File: config.mk
export PLATFORM = sky130hd
export DESIGN_NAME = sbsram_core
export DESIGN_NICKNAME = d
export VERILOG_FILES = /design/src/rtl/sbsram_pkg.sv /design/src/rtl/sbsram_burst.sv /design/src/rtl/sbsram_array.sv /design/src/rtl/sbsram_outpipe.sv /design/src/rtl/sbsram_core.sv
export SDC_FILE = /design/constraint.sdc
export NUM_CORES = 1
export LEC_CHECK = 0
export BUFFER_PORTS_ARGS = -buffer_cell sky130_fd_sc_hd__buf_4
export CELL_PAD_IN_SITES_DETAIL_PLACEMENT = 1
export CELL_PAD_IN_SITES_GLOBAL_PLACEMENT = 2
export CORE_ASPECT_RATIO = 0.6
export CORE_MARGIN = 8
export CORE_UTILIZATION = 50
export CTS_BUF_LIST = sky130_fd_sc_hd__clkbuf_4
export DETAILED_ROUTE_END_ITERATION = 6
export GPL_ROUTABILITY_DRIVEN = 0
export HOLD_SLACK_MARGIN = 0.05
export PLACE_DENSITY_LB_ADDON = 0.1
export SYNTH_ARGS = -nofsm -noshare
export SYNTH_HDL_FRONTEND = slang
export SYNTH_HIERARCHICAL = 1
export SYNTH_SLANG_ARGS = --single-unit
export TNS_END_PERCENT = 5
File: constraint.sdc
create_clock -name clk -period 5.9 [get_ports clk]
set_input_delay 0.59 -clock clk [delete_from_list [all_inputs] [get_ports clk]]
set_output_delay 0.59 -clock clk [all_outputs]
set_load 0.02 [all_outputs]
File: src/rtl/sbsram_pkg.sv
package sbsram_pkg;
  typedef enum logic [1:0] {
    OP_NONE  = 2'd0,
    OP_READ  = 2'd1,
    OP_WRITE = 2'd2
  } sb_op_e;

  localparam int unsigned LANE_W = 8;
endpackage

File: src/rtl/sbsram_burst.sv
module sbsram_burst #(
  parameter int unsigned AW = 6,
  parameter int unsigned BB = 2
) (
  input  logic          clk,
  input  logic          rst,
  input  logic          accept,
  input  logic          start,
  input  logic          adv,
  input  logic [AW-1:0] addr_in,
  output logic [AW-1:0] addr_cur
);
  localparam int unsigned HW = AW - BB;

  logic [HW-1:0] base_q;
  logic [BB-1:0] off_q;

  always_comb begin
    if (start) begin
      addr_cur = addr_in;
    end else if (adv) begin
      addr_cur = {base_q, off_q + BB'(1)};
    end else begin
      addr_cur = {base_q, off_q};
    end
  end

  always_ff @(posedge clk) begin
    if (rst) begin
      base_q <= '0;
      off_q  <= '0;
    end else if (accept) begin
      base_q <= addr_cur[AW-1:BB];
      off_q  <= addr_cur[BB-1:0];
    end
  end
endmodule

File: src/rtl/sbsram_array.sv
module sbsram_array #(
  parameter int unsigned AW = 6,
  parameter int unsigned NB = 2,
  parameter int unsigned LW = 8
) (
  input  logic             clk,
  input  logic             en,
  input  logic [AW-1:0]    addr,
  input  logic [NB-1:0]    lane_we,
  input  logic [NB*LW-1:0] wdata,
  output logic [NB*LW-1:0] rdata
);
  localparam int unsigned DEPTH = 1 << AW;

  for (genvar b = 0; b < NB; b++) begin : g_lane
    logic [LW-1:0] mem [DEPTH];
    logic [LW-1:0] rd_q;

    always_ff @(posedge clk) begin
      if (en) begin
        if (lane_we[b]) begin
          mem[addr] <= wdata[b*LW +: LW];
        end
        rd_q <= mem[addr];
      end
    end

    assign rdata[b*LW +: LW] = rd_q;
  end
endmodule

File: src/rtl/sbsram_outpipe.sv
module sbsram_outpipe #(
  parameter int unsigned DW = 16
) (
  input  logic          clk,
  input  logic          rst,
  input  logic          pipe_mode,
  input  logic          rd_cmd,
  input  logic [DW-1:0] rd_data,
  input  logic          oe,
  input  logic          sleep,
  output logic [DW-1:0] dout,
  output logic          dout_drive
);
  logic          v1_q;
  logic          v2_q;
  logic [DW-1:0] out_q;
  logic          stage_valid;

  always_ff @(posedge clk) begin
    if (rst) begin
      v1_q  <= 1'b0;
      v2_q  <= 1'b0;
      out_q <= '0;
    end else begin
      v1_q  <= rd_cmd;
      v2_q  <= v1_q;
      out_q <= rd_data;
    end
  end

  assign stage_valid = pipe_mode ? v2_q : v1_q;
  assign dout        = pipe_mode ? out_q : rd_data;
  assign dout_drive  = oe && !sleep && stage_valid;
endmodule

File: src/rtl/sbsram_core.sv
module sbsram_core #(
  parameter int unsigned AW = 6,
  parameter int unsigned NB = 2
) (
  input  logic                             clk,
  input  logic                             rst,
  input  logic                             pipe_mode,
  input  logic                             ce,
  input  logic                             start,
  input  logic                             adv,
  input  logic [AW-1:0]                    addr,
  input  logic                             bwe,
  input  logic [NB-1:0]                    strb,
  input  logic                             gwrite,
  input  logic [NB*sbsram_pkg::LANE_W-1:0] din,
  input  logic                             oe,
  input  logic                             sleep,
  output logic [NB*sbsram_pkg::LANE_W-1:0] dout,
  output logic                             dout_drive
);
  import sbsram_pkg::*;

  localparam int unsigned DW = NB * LANE_W;
  localparam int unsigned BB = 2;

  logic          accept;
  logic [AW-1:0] addr_cur;
  logic [NB-1:0] lane_we;
  logic [DW-1:0] rd_data;
  sb_op_e        op;

  assign accept = ce && !sleep && !rst;

  always_comb begin
    if (!accept) begin
      op = OP_NONE;
    end else if (gwrite || (bwe && (|strb))) begin
      op = OP_WRITE;
    end else begin
      op = OP_READ;
    end
  end

  for (genvar b = 0; b < NB; b++) begin : g_we
    assign lane_we[b] = (op == OP_WRITE) && (gwrite || (bwe && strb[b]));
  end

  sbsram_burst #(.AW(AW), .BB(BB)) burst_i (
    .clk      (clk),
    .rst      (rst),
    .accept   (accept),
    .start    (start),
    .adv      (adv),
    .addr_in  (addr),
    .addr_cur (addr_cur)
  );

  sbsram_array #(.AW(AW), .NB(NB), .LW(LANE_W)) array_i (
    .clk     (clk),
    .en      (accept),
    .addr    (addr_cur),
    .lane_we (lane_we),
    .wdata   (din),
    .rdata   (rd_data)
  );

  sbsram_outpipe #(.DW(DW)) outpipe_i (
    .clk        (clk),
    .rst        (rst),
    .pipe_mode  (pipe_mode),
    .rd_cmd     (op == OP_READ),
    .rd_data    (rd_data),
    .oe         (oe),
    .sleep      (sleep),
    .dout       (dout),
    .dout_drive (dout_drive)
  );
endmodule

---- Word level (Yosys, flattened, before mapping) ----
Memories as Yosys holds them, arrays and structs flattened. A register that Yosys moved wholly into a read port is not among the register bits.
Cells that the tools add are included.
storage, ports and cells
  register bits ........................... 24
  RAM bits ................................ 1024
  input bits .............................. 34
  output and inout port bits .............. 17
  logic and storage cells ................. 37
  memories ................................ 2
cells by class
  $add $sub $neg .......................... 1
  equal/unequal tests ..................... 2
  mux-type cells .......................... 12
  reductions and logical operators ........ 15
memory list
  memory                 depth  width  rd ports  clocked after Yosys merged registers in  write ports  RTL line            text
  array_i.g_lane[0].mem  64     8      1         1                                        1            sbsram_array.sv:16  logic [LW-1:0] mem [DEPTH];
  array_i.g_lane[1].mem  64     8      1         1                                        1            sbsram_array.sv:16
operators with widths
  operator               number
  $mux W16               1
  $logic_and A1 B1 Y1    9
  $mux W1                7
  $mux W2                3
  $mux W6                1
  $logic_or A1 B1 Y1     3
  $add A2 B1 Y2 const B  1
  $eq A2 B1 Y1 const B   1
  $eq A2 B2 Y1 const B   1
  $logic_not A1 Y1       2
  $reduce_or A2 Y1       1

---- Logic depth before layout (Yosys ltp) ----
Gate-level depths: netlist (run 1).
  depth after elaboration ................. 10
  depth in mapped cells ................... 13
  gate-level depth less buffers ........... 9

---- Cells and area by module ----
The synthesis (run 1) kept the hierarchy.
modules (own cells, without submodules)
  module          instances  cells an instance  area an instance (µm²)  sequential area each (µm²)
  sbsram_array    1          2304               40124.7                 31230.0
  sbsram_outpipe  1          57                 752.0                   360.3
  sbsram_burst    1          34                 339.1                   120.1
  sbsram_core     1          8                  50.0                    0.0

---- Worst setup path before layout (run 1) ----
Ideal clock, no wire load.
  path type ............................... input-to-reg
  from .................................... in start
  to ...................................... mem array_i.g_lane[1].mem[17][0], enable pin
  arrival ................................. 2.634 ns
  required time ........................... 5.530 ns
  path slack .............................. 2.896 ns
  stages on the path ...................... 10
  buffers on the path ..................... 5
  path through ............................ buf_6 > mux2_4 > buf_6 > buf_6 > inv_1 > buf_2 > clkbuf_1 > and3_1 > nand2_1 > nor2_1
on the way
  longest elaborated chain between the ends .. 1
ends and longest elaborated chain
  item             RTL line            text
  from (decl)      sbsram_core.sv:9    input logic start,
  $mux W6          sbsram_burst.sv:19  if (start) begin
  via addr_cur[2]  sbsram_core.sv:27   logic [AW-1:0] addr_cur;
  to (decl)        sbsram_array.sv:16
The timed path passes the listed nets, and every way through them passes these cells.

---- Worst setup path in the final report (run 1) ----
  from .................................... reg burst_i.off_q[0]
  to ...................................... reg array_i.g_lane[1].rd_q[0] (read register of array_i.g_lane[1].mem), data pin
on the way
  longest elaborated chain between the ends .. 3
ends and longest elaborated chain
  item                    RTL line            text
  from (decl)             sbsram_burst.sv:16  logic [BB-1:0] off_q;
  from (signal assigned)  sbsram_burst.sv:34  off_q <= addr_cur[BB-1:0];
  $add A2 B1 Y2           sbsram_burst.sv:22  addr_cur = {base_q, off_q + BB'(1)};
  $mux W2                 sbsram_burst.sv:21  end else if (adv) begin
  $mux W6                 sbsram_burst.sv:19
  via addr_cur[1]         sbsram_core.sv:27
  to (decl)               sbsram_array.sv:17  logic [LW-1:0] rd_q;
The timed path passes the listed nets, and every way through them passes these cells.
A chain may end at the register's enable or synchronous reset.

==> results of run 1 <==
[power groups by stage]
stage	clock, mW	sequential, mW	combinational, mW
2_1_floorplan	0	8.47	0.641
3_3_place_gp	0	8.48	1.24
3_5_place_dp	0	8.48	1.25
4_1_cts	5.86	8.32	1.27
5_1_grt	6.17	8.31	1.35
6_report	5.83	8.32	1.31
[worst max-delay path: stages (launching register included)]
cell and delay, ns:
sky130_fd_sc_hd__dfxtp_1 0.39, sky130_fd_sc_hd__nand3_1 0.11, sky130_fd_sc_hd__a21oi_1 0.32, sky130_fd_sc_hd__nor2_4 0.19
sky130_fd_sc_hd__and2_4 0.41, sky130_fd_sc_hd__buf_12 0.28, sky130_fd_sc_hd__a221oi_1 0.35, sky130_fd_sc_hd__nor3_1 0.20
sky130_fd_sc_hd__a2111oi_0 1.22, sky130_fd_sc_hd__o21ai_1 0.13, sky130_fd_sc_hd__or3_1 0.40
[state kept, by name, summed over array words and instances (netlist names)]
name / cells
array_i/g_lane.mem: 1024
array_i/g_lane.rd_q: 16
burst_i/base_q: 4
burst_i/off_q: 2
outpipe_i/out_q: 16
outpipe_i/v1_q: 1
outpipe_i/v2_q: 1
[placed cells by master (no fill, tap or decap), types with 8 or more instances in the layout]
cell type	synthesis	layout
sky130_fd_sc_hd__a21oi_1	20	20
sky130_fd_sc_hd__a221oi_1	191	191
sky130_fd_sc_hd__a22o_1	10	10
sky130_fd_sc_hd__a22oi_1	178	178
sky130_fd_sc_hd__and3_1	8	8
sky130_fd_sc_hd__buf_4	10	164
sky130_fd_sc_hd__clkbuf_4	0	356
sky130_fd_sc_hd__clkinv_1	0	57
sky130_fd_sc_hd__dfxtp_1	24	24
sky130_fd_sc_hd__dlygate4sd3_1	0	26
sky130_fd_sc_hd__edfxtp_1	1040	1040
sky130_fd_sc_hd__mux2_2	47	47
sky130_fd_sc_hd__mux2_4	17	16
sky130_fd_sc_hd__mux2i_1	52	52
sky130_fd_sc_hd__mux4_2	36	36
sky130_fd_sc_hd__nand2_1	59	59
sky130_fd_sc_hd__nor2_1	217	215
sky130_fd_sc_hd__nor2b_1	20	14
sky130_fd_sc_hd__nor3_1	26	26
sky130_fd_sc_hd__o211ai_1	9	9
sky130_fd_sc_hd__o21ai_0	62	60
sky130_fd_sc_hd__o221ai_1	26	26
sky130_fd_sc_hd__o22ai_1	40	40
sky130_fd_sc_hd__o32ai_1	16	16
sky130_fd_sc_hd__or3_1	9	8
[Yosys cell counts (4+ instances only)]
| master | number | share of area |
|---|---|---|
| sky130_fd_sc_hd__a2111oi_0 | 4 | 0.00085 |
| sky130_fd_sc_hd__mux2_2 | 47 | 0.013 |
| sky130_fd_sc_hd__nand4_1 | 4 | 0.00061 |
| sky130_fd_sc_hd__buf_6 | 18 | 0.0049 |
| sky130_fd_sc_hd__a221oi_2 | 7 | 0.0025 |
| sky130_fd_sc_hd__nand2_1 | 59 | 0.0054 |
| sky130_fd_sc_hd__nor3_1 | 26 | 0.0032 |
| sky130_fd_sc_hd__buf_4 | 10 | 0.0018 |
| sky130_fd_sc_hd__o21ai_1 | 5 | 0.00061 |
| sky130_fd_sc_hd__o211ai_1 | 9 | 0.0016 |
| sky130_fd_sc_hd__nor2b_1 | 20 | 0.0030 |
| sky130_fd_sc_hd__and2b_1 | 6 | 0.0011 |
| sky130_fd_sc_hd__o21ai_0 | 62 | 0.0075 |
| sky130_fd_sc_hd__o32ai_1 | 16 | 0.0034 |
| sky130_fd_sc_hd__nor2_1 | 217 | 0.020 |
| sky130_fd_sc_hd__mux2i_1 | 52 | 0.013 |
| sky130_fd_sc_hd__o22ai_1 | 40 | 0.0061 |
| sky130_fd_sc_hd__clkbuf_1 | 57 | 0.0052 |
| sky130_fd_sc_hd__edfxtp_1 | 1040 | 0.76 |
| sky130_fd_sc_hd__buf_1 | 25 | 0.0023 |
| sky130_fd_sc_hd__nor3b_1 | 4 | 0.00073 |
| sky130_fd_sc_hd__a31oi_1 | 5 | 0.00076 |
| sky130_fd_sc_hd__nand3_1 | 7 | 0.00085 |
| sky130_fd_sc_hd__a22oi_1 | 178 | 0.032 |
| sky130_fd_sc_hd__mux4_2 | 36 | 0.020 |
| sky130_fd_sc_hd__or4_1 | 5 | 0.00091 |
| sky130_fd_sc_hd__a22o_1 | 10 | 0.0021 |
| sky130_fd_sc_hd__nor4_1 | 4 | 0.00061 |
| sky130_fd_sc_hd__o22a_1 | 6 | 0.0013 |
| sky130_fd_sc_hd__mux2_4 | 17 | 0.0062 |
| sky130_fd_sc_hd__buf_2 | 77 | 0.0093 |
| sky130_fd_sc_hd__inv_1 | 4 | 0.00036 |
| sky130_fd_sc_hd__a221oi_1 | 191 | 0.041 |
| sky130_fd_sc_hd__o221ai_1 | 26 | 0.0055 |
| sky130_fd_sc_hd__a211oi_1 | 4 | 0.00073 |
| sky130_fd_sc_hd__a21oi_1 | 20 | 0.0024 |
| sky130_fd_sc_hd__dfxtp_1 | 24 | 0.012 |
| sky130_fd_sc_hd__and3_1 | 8 | 0.0012 |
| sky130_fd_sc_hd__or3_1 | 9 | 0.0014 |
[kinds of logic (layout without fill, tap and decap cells)]
kind of cell    Yosys count  after routing  synth area share
compound gates          602            602             0.113
xor+xnor                  1              1          0.000212
buf+inv                 193            627            0.0245
flops                  1064           1064             0.768
mux                     152            152            0.0513
other cells               0              5                 0
simple gates            391            391            0.0429
[final cells by class]
cell class	count	share of cell area
repair buffers	197	0.0352
clock inverters	69	0.00688
multi-input cells	1146	0.186
inverters	5	0.000405
well taps	1079	0.0291
diodes	5	0.000270
flip-flops and latches	1064	0.684
clock buffers	356	0.0577
[layer usage]
metal / share of wire / vias to the layer above / wire length (um)
met1: 0.43 / 13700 / 60800
met4: 0.021 / 2 / 2940
met3: 0.15 / 229 / 21600
li1: - / 10600 / -
met5: 0.000084 / - / 12
met2: 0.40 / 1886 / 57300
[path summary, 6_finish.rpt]
check | startpoint | end | slack [ns] | depth (start not counted)
worst max-delay path | burst_i/off_q[0] | array_i/g_lane[1].rd_q[0] | 1.51 | 10
worst min-delay path | addr[4] | burst_i/base_q[2] | 0.18 | 4
worst max register to register | burst_i/off_q[0] | array_i/g_lane[1].rd_q[0] | 1.51 | 10
worst min register to register | outpipe_i/v1_q | outpipe_i/v2_q | 0.47 | 1
==> impl.org, run 1 <==
** Status
- The flow ran to the end, and the final reports show no timing, DRC or antenna violations.

** CTS
- CTS tree :: done
- Clock-pin slew was measured on the worst setup and hold paths at approximately 0.09 ns.
- Clock latency on the worst-skew pair :: ~1.2 ns
- The clock net in this run drives a total of about 1100 sinks.
- Setup Buffers After CTS :: 0
- Worst-case clock buffer depth :: 3
- Clock root buffer master :: sky130_fd_sc_hd__clkbuf_4
- In this run, post-CTS repair resized a total of 0 instances.
- H-tree level count :: 4
- Post-cts hold buffer count :: 26
- Buffers inserted during clock tree synthesis total ~240.

** GRT
- Antenna violations before repair :: 13
- In the global route stage, met2 resource usage came out at 0.408.
- In the global route stage, overall resource usage came out at 0.303.
- Entering global routing, the biggest net connects 65 pins.
- Number of global-route vias before repair :: between 20000 and 30000
- Peak-usage layer in the global routing report :: met1
- The first global-routing pass estimated 200000 um of wire.
- Met1 global-route usage :: 0.454
- GRT met3 Usage :: 0.117
- Summed over all layers, the global routing overflow is 0.

** Yosys
- Count of different cell masters after synthesis :: 67
- Most instantiated flip-flop cell in the synthesis netlist :: sky130_fd_sc_hd__edfxtp_1
- Combined area of all synthesized cells :: between 40000 and 50000 um2
- After synthesis the netlist holds a flip-flop and latch count of around 1100.
- The Yosys step of the flow raised 6 warnings.
- Async set or reset register ratio after synthesis :: 0
- The number of nets handed over by synthesis was ~2400.
- Number of synthesized flops with an enable pin :: 1040
- Averaged over all synthesized cells, the footprint is 17.2 um2.
- Post-synthesis instance total :: 2403
- Sequential cell area fraction in the yosys report :: 0.768

** Route
- Vias :: between 20000 and 30000
- The first detailed-routing pass took 5 iterations.
- Summed over all layers, the routed wires come to roughly 140000 um.
- Remaining design rule violation count :: 0
- Wire per inst :: about 36 um
- For this block, the initial DRC count from the detailed router was slightly below 4000.
- After detailed routing, the number of vias per cell comes to between 6 and 7.
- In this run the remaining antenna-violating nets after routing total 0.

** Final layout
- From synthesis to final layout, the design area changed by 12.3%.
- Leaving out filler cells and counting taps, the final layout contains a little under 4000.
- At the end of the flow the core is filled with cells to 0.568.
- Across the whole layout, storage elements account for between 30000 and 40000 um2.
- Multi-input gate area :: just under 9000 um2
- In the final design database the tool counted around 2700 nets.
- Post-route cell area :: about 46000 um2
- After filler insertion, the fill cell instance count of the layout stands at 7501.
- Ratio of cells with drive above 1 in the final layout :: 0.235

** Timing
- Unrepaired setup endpoints after global routing :: false
- Final slew viol count :: 0
- Fin worst setup slack :: 1.51 ns
- Based on the critical path, the design can be clocked at up to approximately 230 MHz.
- Measured against its own limit, the worst slew margin works out to 0.0335.
- Hold violation count in the final report :: 0
- At the pin with the least slew margin, the transition time is roughly 1.4 ns.
- Total negative setup slack :: 0 ns
- Setup violations remaining at the end of the flow were counted as 0.
- Across the routed clock network, the largest skew measured is around 0.059 ns.
- Hold is met by approximately 0.18 ns.
- Dividing the final minimum period by the clock period gives 0.743.
- Post-layout minimum cycle time :: between 4 and 5 ns

** Power and ir drop
- Leak Pwr :: approximately 15 nW
- Summing internal, switching and leakage power gives 15.5 mW.
- Of the total power, registers draw 0.538.
- Switching power :: 3.96 mW
- The share of total power dissipated in the clock network is 0.377.
- Comb pwr share :: 0.085
- Power spread over the standard cell area amounts to ~330 nW/um2.
- Internal cell power :: roughly 11 mW
- Of the total power, the share spent switching nets is 0.256.
- The worst-case IR drop observed on VDD is a little under 0.0002 V.

** Critical path
- Critical path startpoint category :: register
- For the worst setup path, the data arrival time is ~5.3 ns.
- The worst setup path is captured at a register.
- In this run the worst path has a maximum fanout of 48.
- STA puts the critical path data required time at around 6.8 ns.
- The critical path is of the reg -> reg type.

** Die
- The die is ~240 um tall.
- The floorplan has slightly above 80 rows.
- The initial utilization of the core area, before any placement, comes to 0.506.
- The total area inside the core boundary comes to slightly above 80000 um2.
- Ports :: 51
- In this run the horizontal extent of the chip is ~390 um.
- The die covers 92300 um2.

** Place
- Counting tap cells, the placed design contains a total of between 3000 and 4000 instances.
- HPWL after detailed placement :: about 90000 um
- Port buffering added 50 buffers.
- Placed instance area :: between 40000 and 50000 um2
- OpenSTA, run right after detailed placement, puts the worst setup slack at roughly 1.4 ns.

** Run
- Max-Cap Viols :: 0

** Hold path
- Kind of path behind the tightest hold check :: in -> reg
Note: power is estimated with default switching activity, not from simulation.
==> run 2, diff against run 1 <==
==> constraint.sdc (replaced) <==
create_clock -name clk -period 4.4 [get_ports clk]
set_input_delay 0.44 -clock clk [delete_from_list [all_inputs] [get_ports clk]]
set_output_delay 0.44 -clock clk [all_outputs]
set_load 0.02 [all_outputs]
==> run 2 against run 1 <==
Die area unchanged. Flip-flop and latch count unchanged. Register-to-register slack worse by 1.5 ns. Critical path depth down 1. Power up 35%. Worst setup slack worse by 1.5 ns. Count of clock-buffer cells in the layout down 2. Final cell count up 4.3%. Fmax up 1.0%. Critical endpoint is now array_i/g_lane[0].rd_q[3]. Largest cell class unchanged.
==> impl.org, run 2 (same netlist as run 1, synthesis figures left out) <==
** Final layout
- Biggest registers after layout :: array_i/g_lane.mem (1024), array_i/g_lane.rd_q (16), outpipe_i/out_q (16)
- After the last flow step, the layout net total stands at roughly 2900.
- Post-route cell area :: roughly 48000 um2
- Layout area overhead :: 16.0%
- Counting flops per register, the top entry is array_i/g_lane.mem.
- The count of cells in the finished layout, fillers not included, comes to roughly 4000.
- Most common cell after layout, fill and taps aside :: sky130_fd_sc_hd__edfxtp_1
- Leading cell types in the layout, fill and taps excluded :: sky130_fd_sc_hd__edfxtp_1, sky130_fd_sc_hd__clkbuf_4, sky130_fd_sc_hd__buf_4
- In the final layout, the share of cells above drive strength 1 is 0.278.
- Measured on the finished design, the core utilization comes to 0.587.
- The register with the most flip-flops in the layout has roughly 1000 of them.

** Die
- Vertical extent of the die :: about 240 um
- The floorplan step defined a core boundary enclosing 81600 um2.
- Placement Rows :: roughly 80
- Ports :: about 50
- For this configuration, the core starts out at a cell density of 0.506.
- The die is roughly 390 um wide.
- The die covers between 90000 and 100000 um2.

** Timing
- Fin worst setup slack :: just under 0.06 ns
- Final slew viol count :: 0
- The final number of hold-violating endpoints is 0.
- Summed over all failing endpoints, the final setup total negative slack is 0 ns.
- Max_slew headroom :: 0.107
- The routed design could run at a clock period as short as between 4 and 5 ns.
- Setup violations remaining at the end of the flow were counted as 0.
- Maximum clock skew at final layout :: 0.0908 ns
- Unrepaired setup endpoints after global routing :: false
- For the pin with the worst max-slew slack, the measured transition is 1.33 ns.
- Hold_ws :: approximately 0.22 ns
- Final cycle utilization of the critical path :: 0.987
- Peak Freq :: between 200 and 250 MHz

** Power and ir drop
- Cell area power density :: 437 nW/um2
- Leak Pwr :: 15.8 nW
- Peak supply drop :: between 0.0002 and 0.0003 V
- The completed layout was analyzed and its total power is 20.9 mW.

** Route
- Wire per inst :: roughly 35 um
- Post-route antenna net violation count :: 0
- For this block, the via count after detailed routing is between 20000 and 30000.
- Summed over all layers, the routed wires come to between 100000 and 150000 um.
- After detailed routing, the number of remaining DRC violations is 0.
- TritonRoute pass-1 iters :: 6
- After detailed routing, the number of vias per cell comes to 6.61.
- The first routing iteration left roughly 3700 violations.

** Hold path
- Kind of path behind the tightest hold check :: in -> reg

** GRT
- Entering global routing, the biggest net connects 65 pins.
- Global-route wire length before repair :: 203000 um
- Antenna violations before repair :: 6
- Peak-usage layer in the global routing report :: met1
- Met1 global-route usage :: 0.464
- For met3 alone, demand over resource in global routing was 0.130.
- Number of global-route vias before repair :: about 27000
- Global routing finished with a remaining overflow of 0.
- Total global-route track usage :: 0.308
- For this run, global-route usage on met2 was measured as 0.406.

** CTS
- Number of clock buffers inserted by TritonCTS :: 235
- H-tree level count :: 4
- Clock latency on the worst-skew pair :: about 1.2 ns
- Clock root buffer master :: sky130_fd_sc_hd__clkbuf_4
- Counting along the longest clock path gives a buffer depth of 3.
- The clock drives around 1100 sinks.
- TritonCTS built the clock tree.
- Clock transition at the registers of the reported paths :: around 0.07 ns

** Critical path
- Classification of the worst setup path :: reg -> reg
- Required time at the endpoint of the critical path :: around 5.3 ns
- Counting cells, the worst reg-to-reg path comes to 9.
- In this run the number of cells on the critical path is 9.
- Largest delay contributor family on the critical path :: simple AND/OR/NAND/NOR gates
- The worst setup path is launched from a register.
- The critical path goes through xor2_1 > nor2_1 > nor2_4 > nor2b_4 > buf_4 > a221oi_1 > nor3_1 > nor4_1 > o2111ai_1.
- Together, buffers and inverters on the worst path number 1.
- Delay of the slowest cell on the worst path :: approximately 1.1 ns
- In this run the critical register-to-register path is captured at array_i/g_lane[0].rd_q[3].
- Setup crit start :: burst_i/off_q[0]
- Worst-case register-to-register setup slack :: between 0.05 and 0.06 ns
- The critical path ends at array_i/g_lane[0].rd_q[3].
- Worst-path cell with the longest stage delay :: sky130_fd_sc_hd__nor4_1
- Data arrives at the worst endpoint at between 5 and 6 ns.
- Largest fanout on the critical path :: 17
- Critical Path End Type :: register
- The startpoint identified for the worst register-to-register timing path is burst_i/off_q[0].

** Place
- Summing all placed instances gives a cell area of 44500 um2.
- Before CTS, the worst setup slack after placement is slightly above 0.09 ns.
- Instance count after placement with tap cells included :: approximately 3600
- Input and output buffers added on the ports amount to 50.
- The HPWL after detailed placement is between 90000 and 100000 um.

** Status
- The flow ran to the end, and the final reports show no timing, DRC or antenna violations.

** Run
- Across the run, the number of max-cap violations was 0.
run 2: changes by cell type in the layout (fill, tap and decap cells not counted):
cell and change:
sky130_fd_sc_hd__o21ai_1 +1, sky130_fd_sc_hd__diode_2 +3, sky130_fd_sc_hd__o21ai_0 -1, sky130_fd_sc_hd__clkinv_2 -6, sky130_fd_sc_hd__clkinvlp_4 +2, sky130_fd_sc_hd__clkinv_1 -11
sky130_fd_sc_hd__bufinv_16 +2, sky130_fd_sc_hd__inv_6 +1, sky130_fd_sc_hd__dlygate4sd3_1 +8, sky130_fd_sc_hd__buf_4 +158, sky130_fd_sc_hd__buf_12 +12, sky130_fd_sc_hd__clkbuf_4 -2
run 2: final cells by class:
class	count	area (um2)
Timing Repair Buffer	375	3140
Fill cell	7433	33700
Sequential cell	1064	31700
Tap cell	1079	1350
Inverter	5	18.8
Clock inverter	57	332
Clock buffer	354	2660
Antenna cell	8	20.0
Multi-Input combinational cell	1146	8640
run 2: layer usage:
layer / vias up / routed length [um]
li1: 10900 / -
met5: - / 13
met3: 217 / 21800
met1: 14000 / 62600
met4: 2 / 2690
met2: 1890 / 57300
run 2: worst min path at each step:
stage	start	depth (start not counted)	endpoint	slack [ns]
after floorplan	outpipe_i/v1_q	1	outpipe_i/v2_q	0.43
after global placement	outpipe_i/v1_q	1	outpipe_i/v2_q	0.44
after detailed placement	outpipe_i/v1_q	1	outpipe_i/v2_q	0.46
after CTS	start	3	array_i/g_lane[0].rd_q[3]	0.11
after global routing	start	3	array_i/g_lane[0].rd_q[3]	0.23
final	start	3	array_i/g_lane[0].rd_q[3]	0.22
run 2: worst register-to-register path, stage by stage, from the launching register on:
cell and delay [ns]:
sky130_fd_sc_hd__dfxtp_1 0.39, sky130_fd_sc_hd__xor2_1 0.18, sky130_fd_sc_hd__nor2_1 0.11, sky130_fd_sc_hd__nor2_4 0.65, sky130_fd_sc_hd__nor2b_4 0.30, sky130_fd_sc_hd__buf_4 0.35, sky130_fd_sc_hd__a221oi_1 0.60, sky130_fd_sc_hd__nor3_1 0.14
sky130_fd_sc_hd__nor4_1 1.12, sky130_fd_sc_hd__o2111ai_1 0.21
run 2: what timing repair did:
| action | in CTS | in global routing |
|---|---|---|
| endpoints found under the setup margin | 0 | 1 |
| setup buffers | 0 | 0 |
| resized for setup | 0 | 1 |
| hold buffers | 34 | 0 |
| hold endpoints to repair | 1050 | 0 |
run 2: power by group:
| part | switching, mW | total [mW] | internal, mW | leakage (nW) |
|---|---|---|---|---|
| combinational | 1.26 | 1.82 | 0.567 | 4.46 |
| clock | 4.07 | 7.94 | 3.87 | 1.78 |
| sequential | 0.0214 | 11.2 | 11.1 | 9.54 |
| total | 5.35 | 20.9 | 15.6 | 15.8 |
